File: src/rtl/indres_pkg.sv
package indres_pkg;

  typedef enum logic [2:0] {
    ST_IDLE,
    ST_FETCH,
    ST_WAIT,
    ST_EVAL,
    ST_DONE,
    ST_ERROR
  } resState_t;

  typedef struct packed {
    logic loadStart;
    logic captureWord;
    logic loadNext;
    logic loadResult;
  } dpCtrl_t;

endpackage

File: src/rtl/indres_datapath.sv
module indres_datapath
  import indres_pkg::*;
#(
  parameter int ADDR_W = 18,
  parameter int WORD_W = 36,
  parameter int SEL_W  = 4
) (
  input  logic              clk,
  input  logic              rstN,
  input  dpCtrl_t           ctrl,
  input  logic [ADDR_W-1:0] startAddr,
  input  logic [WORD_W-1:0] memRdata,
  input  logic [ADDR_W-1:0] idxVal,
  output logic [ADDR_W-1:0] memAddr,
  output logic [SEL_W-1:0]  idxSel,
  output logic              indFlag,
  output logic [ADDR_W-1:0] effAddr
);

  localparam int SEL_LO   = ADDR_W;
  localparam int FLAG_BIT = ADDR_W + SEL_W;

  logic [ADDR_W-1:0] ptrQ;
  logic [ADDR_W-1:0] effQ;
  logic [WORD_W-1:0] wordQ;
  logic [ADDR_W-1:0] wordAddr;
  logic [ADDR_W-1:0] addend;
  logic [ADDR_W-1:0] candAddr;

  assign wordAddr = wordQ[ADDR_W-1:0];
  assign idxSel   = wordQ[SEL_LO +: SEL_W];
  assign indFlag  = wordQ[FLAG_BIT];
  assign addend   = (idxSel != '0) ? idxVal : '0;
  assign candAddr = wordAddr + addend;

  always_ff @(posedge clk or negedge rstN) begin
    if (!rstN) begin
      ptrQ  <= '0;
      wordQ <= '0;
      effQ  <= '0;
    end else begin
      if (ctrl.loadStart)   ptrQ  <= startAddr;
      else if (ctrl.loadNext) ptrQ <= candAddr;
      if (ctrl.captureWord) wordQ <= memRdata;
      if (ctrl.loadResult)  effQ  <= candAddr;
    end
  end

  assign memAddr = ptrQ;
  assign effAddr = effQ;

  // a selector of zero must leave the address field untouched
  assert_sel_zero_R5: assert property (@(posedge clk) disable iff (!rstN)
    (ctrl.loadResult && idxSel == '0) |=> effAddr == $past(memRdata_addr_q()))
    else $error("R5 selector zero added an index");

  function automatic logic [ADDR_W-1:0] memRdata_addr_q();
    return wordQ[ADDR_W-1:0];
  endfunction

endmodule

File: src/rtl/indres_control.sv
module indres_control
  import indres_pkg::*;
#(
  parameter int MAX_DEPTH = 16
) (
  input  logic    clk,
  input  logic    rstN,
  input  logic    start,
  input  logic    memValid,
  input  logic    indFlag,
  output dpCtrl_t ctrl,
  output logic    memReq,
  output logic    busy,
  output logic    done,
  output logic    error
);

  localparam int DEPTH_W = $clog2(MAX_DEPTH + 1);
  localparam logic [DEPTH_W-1:0] DEPTH_LIMIT = DEPTH_W'(MAX_DEPTH);

  resState_t stateQ, stateD;
  logic [DEPTH_W-1:0] depthQ, depthD;

  always_comb begin
    stateD = stateQ;
    depthD = depthQ;
    ctrl   = '0;
    unique case (stateQ)
      ST_IDLE: begin
        if (start) begin
          ctrl.loadStart = 1'b1;
          depthD = '0;
          stateD = ST_FETCH;
        end
      end
      ST_FETCH: begin
        depthD = depthQ + 1'b1;
        stateD = ST_WAIT;
      end
      ST_WAIT: begin
        if (memValid) begin
          ctrl.captureWord = 1'b1;
          stateD = ST_EVAL;
        end
      end
      ST_EVAL: begin
        if (indFlag) begin
          if (depthQ == DEPTH_LIMIT) begin
            stateD = ST_ERROR;
          end else begin
            ctrl.loadNext = 1'b1;
            stateD = ST_FETCH;
          end
        end else begin
          ctrl.loadResult = 1'b1;
          stateD = ST_DONE;
        end
      end
      ST_DONE:  stateD = ST_IDLE;
      ST_ERROR: stateD = ST_IDLE;
      default:  stateD = ST_IDLE;
    endcase
  end

  always_ff @(posedge clk or negedge rstN) begin
    if (!rstN) begin
      stateQ <= ST_IDLE;
      depthQ <= '0;
    end else begin
      stateQ <= stateD;
      depthQ <= depthD;
    end
  end

  assign memReq = (stateQ == ST_FETCH);
  assign busy   = (stateQ != ST_IDLE);
  assign done   = (stateQ == ST_DONE);
  assign error  = (stateQ == ST_ERROR);

  assert_single_req_R3: assert property (@(posedge clk) disable iff (!rstN)
    memReq |=> !memReq)
    else $error("R3 request held longer than one cycle");

  assert_no_req_before_data_R3: assert property (@(posedge clk) disable iff (!rstN)
    (stateQ == ST_WAIT && !memValid) |=> !memReq)
    else $error("R3 new request before data returned");

  assert_depth_cap_R6: assert property (@(posedge clk) disable iff (!rstN)
    memReq |-> depthQ < DEPTH_LIMIT)
    else $error("R6 read issued beyond depth limit");

  assert_done_pulse_R7: assert property (@(posedge clk) disable iff (!rstN)
    done |=> (!done && !busy))
    else $error("R7 done not a single-cycle pulse");

  assert_error_pulse_R6: assert property (@(posedge clk) disable iff (!rstN)
    error |=> (!error && !busy))
    else $error("R6 error not a single-cycle pulse");

  assert_outputs_exclusive_R7: assert property (@(posedge clk) disable iff (!rstN)
    $onehot0({done, error, memReq}))
    else $error("R7 done, error and request overlap");

  assert_start_ignored_R8: assert property (@(posedge clk) disable iff (!rstN)
    (busy && !done && !error) |=> busy)
    else $error("R8 walk abandoned while busy");

endmodule

File: src/rtl/indirect_resolver.sv
module indirect_resolver
  import indres_pkg::*;
#(
  parameter int ADDR_W    = 18,
  parameter int WORD_W    = 36,
  parameter int SEL_W     = 4,
  parameter int MAX_DEPTH = 16
) (
  input  logic              clk,
  input  logic              rstN,
  input  logic              start,
  input  logic [ADDR_W-1:0] startAddr,
  output logic              busy,
  output logic              memReq,
  output logic [ADDR_W-1:0] memAddr,
  input  logic              memValid,
  input  logic [WORD_W-1:0] memRdata,
  output logic [SEL_W-1:0]  idxSel,
  input  logic [ADDR_W-1:0] idxVal,
  output logic              done,
  output logic [ADDR_W-1:0] effAddr,
  output logic              error
);

  dpCtrl_t ctrl;
  logic    indFlag;

  indres_control #(.MAX_DEPTH(MAX_DEPTH)) uCtrl (
    .clk      (clk),
    .rstN     (rstN),
    .start    (start),
    .memValid (memValid),
    .indFlag  (indFlag),
    .ctrl     (ctrl),
    .memReq   (memReq),
    .busy     (busy),
    .done     (done),
    .error    (error)
  );

  indres_datapath #(.ADDR_W(ADDR_W), .WORD_W(WORD_W), .SEL_W(SEL_W)) uDp (
    .clk       (clk),
    .rstN      (rstN),
    .ctrl      (ctrl),
    .startAddr (startAddr),
    .memRdata  (memRdata),
    .idxVal    (idxVal),
    .memAddr   (memAddr),
    .idxSel    (idxSel),
    .indFlag   (indFlag),
    .effAddr   (effAddr)
  );

endmodule

File: config.mk
export PLATFORM = sky130hd
export DESIGN_NAME = indirect_resolver
export DESIGN_NICKNAME = d
export VERILOG_FILES = /design/src/rtl/indres_pkg.sv /design/src/rtl/indres_datapath.sv /design/src/rtl/indres_control.sv /design/src/rtl/indirect_resolver.sv
export SDC_FILE = /design/constraint.sdc
export NUM_CORES = 1
export LEC_CHECK = 0
export BUFFER_PORTS_ARGS = -buffer_cell sky130_fd_sc_hd__buf_2
export CAP_MARGIN = 20
export CORE_ASPECT_RATIO = 0.5
export CORE_UTILIZATION = 40
export CTS_BUF_LIST = sky130_fd_sc_hd__clkbuf_8
export CTS_CLUSTER_SIZE = 24
export DETAILED_ROUTE_END_ITERATION = 7
export PLACE_DENSITY = 0.65
export SETUP_SLACK_MARGIN = 0.1
export SLEW_MARGIN = 0
export SYNTH_ARGS = -nofsm -noshare
export SYNTH_HDL_FRONTEND = slang
export SYNTH_SLANG_ARGS = --single-unit
export TNS_END_PERCENT = 100
File: constraint.sdc
create_clock -name clk -period 3.75 [get_ports clk]
set_clock_uncertainty 0.15 [all_clocks]
set_input_delay 0.5625 -clock clk [delete_from_list [all_inputs] [get_ports clk]]
set_output_delay 0.5625 -clock clk [all_outputs]
set_load 0.02 [all_outputs]
# Word level (Yosys, flattened, before mapping)
# Cells that the tools add are included.
[op_classes] eq_ne=8 muxes=18 reduce_logical=7 addsub=2
[ops] cell="18-bit 2-to-1 mux" n=3
[ops] cell="18-bit adder" n=1
[ops] cell="3-bit 2-to-1 mux" n=4
[ops] cell="3-bit case mux with 4 select lines" n=1
[ops] cell="5-bit case mux with 2 select lines" n=1
[ops] cell="1-bit 2-to-1 mux" n=7
[ops] cell="3-bit by 2-bit == test with 1-bit output (second input constant)" n=2
[ops] cell="3-bit == test (second input constant)" n=2
[ops] cell="5-bit by 1-bit adder with 5-bit output (second input constant)" n=1
[ops] cell="5-bit == test (second input constant)" n=1
[ops] cell="5-bit 2-to-1 mux" n=1
[ops] cell="2-bit inequality test (second input constant)" n=2
[ops] cell="2-bit AND reduction" n=2
[ops] cell="2-bit nonzero test" n=2
[ops] cell="4-bit nonzero test" n=1
[ops] cell="3-bit by 1-bit == test with 1-bit output (second input constant)" n=1
[ops] cell="3-bit zero test" n=1
[ops] cell="3-bit nonzero test" n=1
[ops] cell="2-bit 2-to-1 mux" n=1
[totals] elab_cells=40 out_inout_bits=44 reg_bits=67

# Depth between registers and ports, before layout
[depth] depth_word=6 depth_mapped=13

# Modules after synthesis
# Synthesis repeated with hierarchy kept, for this count alone.
[hier_totals] hier_cells=360 hier_area_um2=3799.9
[by_module_without_submodules] module="indres_datapath" seq_area_each_um2=1476.4 cells_each=309 n_inst=1 area_each_um2=3314.4
[by_module_without_submodules] module="indres_control" seq_area_each_um2=200.2 cells_each=51 n_inst=1 area_each_um2=485.5

# Least setup slack after synthesis
# No wires, ideal clock.
[synth_path] kind="reg2reg" from="register uDp.wordQ[19]" to="register uDp.effQ[14], in the netlist uDp.effAddr[14]" setup_time_ns=0.118 period_less_slack_ns=3.139 stages_incl_launch_ff=14 arrival_time_ns=2.871 required_time_ns=3.482 setup_slack_ns=0.611 cell_sequence="dfrtp_1 > nor4_2 > clkbuf_1 > nor2b_1 > ha_1 > inv_1 > fa_1 > and2b_1 > o2111ai_1 > nand3_1 > nand3_1 > mux2i_1 > a31oi_1 > a21o_1"
[synth_between] elab_chain_cells=3
[synth_rtl] element="start, declared" line_no="indres_datapath.sv:25" rtl="logic [WORD_W-1:0] wordQ;"
[synth_rtl] element="start signal, assigned" line_no="indres_datapath.sv:44" rtl="if (ctrl.captureWord) wordQ <= memRdata;"
[synth_rtl] element="4-bit nonzero test" line_no="indres_datapath.sv:33" rtl="assign addend = (idxSel != '0) ? idxVal : '0;"
[synth_rtl] element="18-bit 2-to-1 mux" line_no="indres_datapath.sv:33"
[synth_rtl] element="18-bit adder" line_no="indres_datapath.sv:34" rtl="assign candAddr = wordAddr + addend;"
[synth_rtl] element="end signal, assigned" line_no="indres_datapath.sv:45" rtl="if (ctrl.loadResult) effQ <= candAddr;"
[synth_rtl] element="end, declared" line_no="indres_datapath.sv:24" rtl="logic [ADDR_W-1:0] effQ;"
# Every way passes these cells.
# A chain may end at the register's enable or synchronous reset.

# Final worst setup path
[layout_path] from="register uDp.wordQ[19]" to="register uDp.ptrQ[16], in the netlist uDp.memAddr[16]"
[layout_between] elab_chain_cells=5
[layout_rtl] element="4-bit nonzero test" line_no="indres_datapath.sv:33"
[layout_rtl] element="18-bit 2-to-1 mux" line_no="indres_datapath.sv:33"
[layout_rtl] element="18-bit adder" line_no="indres_datapath.sv:34"
[layout_rtl] element="18-bit 2-to-1 mux" line_no="indres_datapath.sv:43" rtl="else if (ctrl.loadNext) ptrQ <= candAddr;"
[layout_rtl] element="18-bit 2-to-1 mux" line_no="indres_datapath.sv:42" rtl="if (ctrl.loadStart) ptrQ <= startAddr;"
[layout_rtl] element="end signal, assigned" line_no="indres_datapath.sv:42"
[layout_rtl] element="end signal, assigned" line_no="indres_datapath.sv:43"
[layout_rtl] element="end, declared" line_no="indres_datapath.sv:23" rtl="logic [ADDR_W-1:0] ptrQ;"
# Every way passes these cells. The select of a mux whose other input is x is not followed.

==> impl_metrics.tcl <==
set metrics [dict create \
    status "complete, no violations" \
    grt_pass1_vias 3030 \
    grt_setup_unrepaired "false" \
    synth-seq-cells 67 \
    grt_usage_pct 19.7 \
    io_buffers 106 \
    n_fill_cell 882 \
    wl_microns 9230 \
    critPathBufInv 1 \
    crit_fanout 18 \
    ys_seq_area_share_pct 44.2 \
    regArea_sq_um 1680 \
    wire_per_inst_microns 15.4 \
    p_seq_share_pct 29.2 \
    cp-start-kind "flip-flop" \
    overflow 0 \
    synth_edf_count 0 \
    vias 3136 \
    syn_area_per_cell_sq_um 9.98 \
    post_route_cells_drive_above_1_share_pct 34.3 \
    cts.clk_slew.worst_paths_ns 0.07 \
    via_per_inst 5.22 \
    hp-class "in -> async" \
    worst-setup-path-type "reg -> reg" \
    synth_cells 380 \
    grt_antenna_before_repair 0 \
    hold_viol 0 \
    area_growth_pct 21.2 \
    drv_slew 0 \
    place_inst 585 \
    post-route-period-util_pct 83.5 \
    layout_commonest_cell "buf_2" \
    cts_hold_buf 0 \
    core_sq_um 8950 \
    die_h_microns 70.8 \
    p_comb_share_pct 57.6 \
    crit_family "compound AO/OA/AOI/OAI gates" \
    start_util_pct 42.4 \
    critPathSlowestCell "a211oi_1" \
    setup_viol 0 \
    yosysUniqueCellTypes 54 \
    grt_pass1_wl_microns 15100 \
    clkLatencyLatePin_ns 0.34 \
    path_cells "nor4_2, buf_4, nor2b_1, ha_1, a21oi_2, nor2_1, a211oi_1, o21a_1, nor3_1, a221oi_1, o21ai_0" \
    drv_cap 0 \
    grt_max_degree 37 \
    ios 120 \
    cp_slowest_stage_delay_ns 0.51 \
    critPathRequiredTime_ns 3.80 \
    num_rows 24 \
    maxSlewHeadroom_pct 60.3 \
    power.internal_mw 2.41 \
    power.density_nw_per_um2 981 \
    p_clk_share_pct 13.3 \
    multi_input_area_sq_um 1990 \
    root_buffer "clkbuf_8" \
    p_sw_mw 2.09 \
    htreeDepth 3 \
    fmax_mhz 319 \
    end_kind "flip-flop" \
    synthArstFlopShare_pct 100 \
    cp.arrival_ns 3.18 \
    fin_hold_ws_ns 0.0601 \
    nNetsFinal 575 \
    instances_no_fill 601 \
    fin_area_sq_um 4590 \
    synth_fp_nets 476 \
    fin_tns_setup_ns 0 \
    dieArea_sq_um 9890 \
    synth_ff_type "dfrtp_1" \
    drc 0 \
    drtIter0Drc 134 \
    antenna_cells 0 \
    cts_setup_buffers 0 \
    clock_sinks 67 \
    final_cell_mix "buf_2, dfrtp_1, nand2_1, o21ai_0, mux2_2" \
    synth_warnings 0 \
    swShare_pct 46.4 \
    ant_nets 0 \
    cts_tree "yes" \
    dr.pass1.iters 4 \
    ir_worst_vdd_uv 308 \
    dpl_cell_area_sq_um 4400 \
    netlist_area_sq_um 3790 \
    cts_made_buffers 9 \
    clock_path_buffers 2 \
    place.gp.congestion 0.828 \
    leakagePower_nw 2.18 \
    die-width_microns 140 \
    cts.repair.resized 0 \
    worst_pin_slew_ns 0.593 \
    period_minus_slack_ns 3.13 \
    dp_hpwl_microns 6950 \
]
==> routing by layer <==
metal | routed length, microns | track usage, % | vias up
met5 | 0 | 0 | -
met4 | 63 | 5.25 | 0
met3 | 381 | 5.01 | 4
met2 | 3990 | 29.8 | 73
met1 | 4790 | 28.2 | 1503
li1 | - | - | 1556
==> cell type report <==
cell class | instances | share of cell area (%)
multi-input combinational | 284 | 43.2
sequential | 67 | 36.5
timing repair buffer | 111 | 12.4
tap | 117 | 3.19
clock buffer | 10 | 3.00
clock inverter | 6 | 1.25
inverter | 6 | 0.490
==> worst paths after layout <==
path | from | end | slack [ns] | cells after the start
worst max-delay path | uDp.wordQ[19]$_DFFE_PN0P_ | uDp.memAddr[16]$_DFFE_PN0P_ | 0.62 | 11
worst min-delay path | rstN | uDp.wordQ[2]$_DFFE_PN0P_ | 0.06 | 1
worst max register to register | uDp.wordQ[19]$_DFFE_PN0P_ | uDp.memAddr[16]$_DFFE_PN0P_ | 0.62 | 11
worst min register to register | uDp.effAddr[16]$_DFFE_PN0P_ | uDp.effAddr[16]$_DFFE_PN0P_ | 0.32 | 2
max in group asynchronous | rstN | uDp.memAddr[12]$_DFFE_PN0P_ | 2.65 | 2
min in group clk | startAddr[6] | uDp.memAddr[6]$_DFFE_PN0P_ | 0.28 | 3
==> registers in the layout (all words and copies together), names as in the netlist <==
name          count
uCtrl.depthQ      5
uCtrl.stateQ      3
uDp.memAddr      18
uDp.effAddr      18
uDp.wordQ        23
==> worst reg2reg max path, stage by stage (launching register included) <==
cell	delay [ns]
dfrtp_1	0.40
nor4_2	0.26
buf_4	0.26
nor2b_1	0.08
ha_1	0.39
a21oi_2	0.29
nor2_1	0.08
a211oi_1	0.51
o21a_1	0.21
nor3_1	0.05
a221oi_1	0.20
o21ai_0	0.12
==> power groups by stage <==
stage	Combinational, mW	Sequential, mW	Clock, mW
2_1_floorplan	1.71	1.49	0
3_3_place_gp	2.55	1.31	0
3_5_place_dp	2.59	1.32	0
4_1_cts	2.60	1.32	0.618
5_1_grt	2.87	1.36	0.648
6_report	2.60	1.31	0.597
==> Yosys cell counts, drive strengths merged (2+ instances only) <==
cell,number,area [sq um]
a2111oi,2,30.0
a211oi,3,27.5
a21o,4,30.0
a21oi,20,111
a221oi,2,17.5
a22o,3,26.3
a22oi,8,60.1
a31oi,2,12.5
and2,2,12.5
and3,5,31.3
buf,13,75.1
clkbuf,10,37.5
dfrtp,67,1680
ha,19,238
inv,6,22.5
mux2,24,270
nand2,42,158
nand2b,4,25.0
nand3,9,45.0
nand3b,2,15.0
nand4,3,18.8
nor2,19,73.8
nor2b,18,113
nor3,5,35.0
nor3b,3,27.5
o2111ai,2,23.8
o211ai,2,15.0
o21a,4,30.0
o21ai,39,199
o21bai,2,15.0
o221a,2,22.5
o22ai,2,12.5
or2,2,12.5
or3,3,18.8
xnor2,12,105
xor2,6,52.6
==> per-stage QoR <==
stage / util [%] / power, mW / setup slack [ns]
2_1_floorplan: - / 3.20 / 0.611
3_3_place_gp: 49.2 / 3.87 / 0.648
3_5_place_dp: 49.2 / 3.91 / 0.611
4_1_cts: 51.3 / 4.54 / 0.607
5_1_grt: 51.3 / 4.89 / 0.312
6_report: 51.3 / 4.51 / 0.617
==> logic make-up after synthesis <==
logic type,after synthesis,share of synthesized area (%)
flops,67,44.2
buf+inv,29,3.56
simple gates,120,16.2
xor+xnor,18,4.16
mux,25,7.39
compound gates,101,17.7
fa+ha+maj,20,6.80
(Power assumes the default switching activity.)
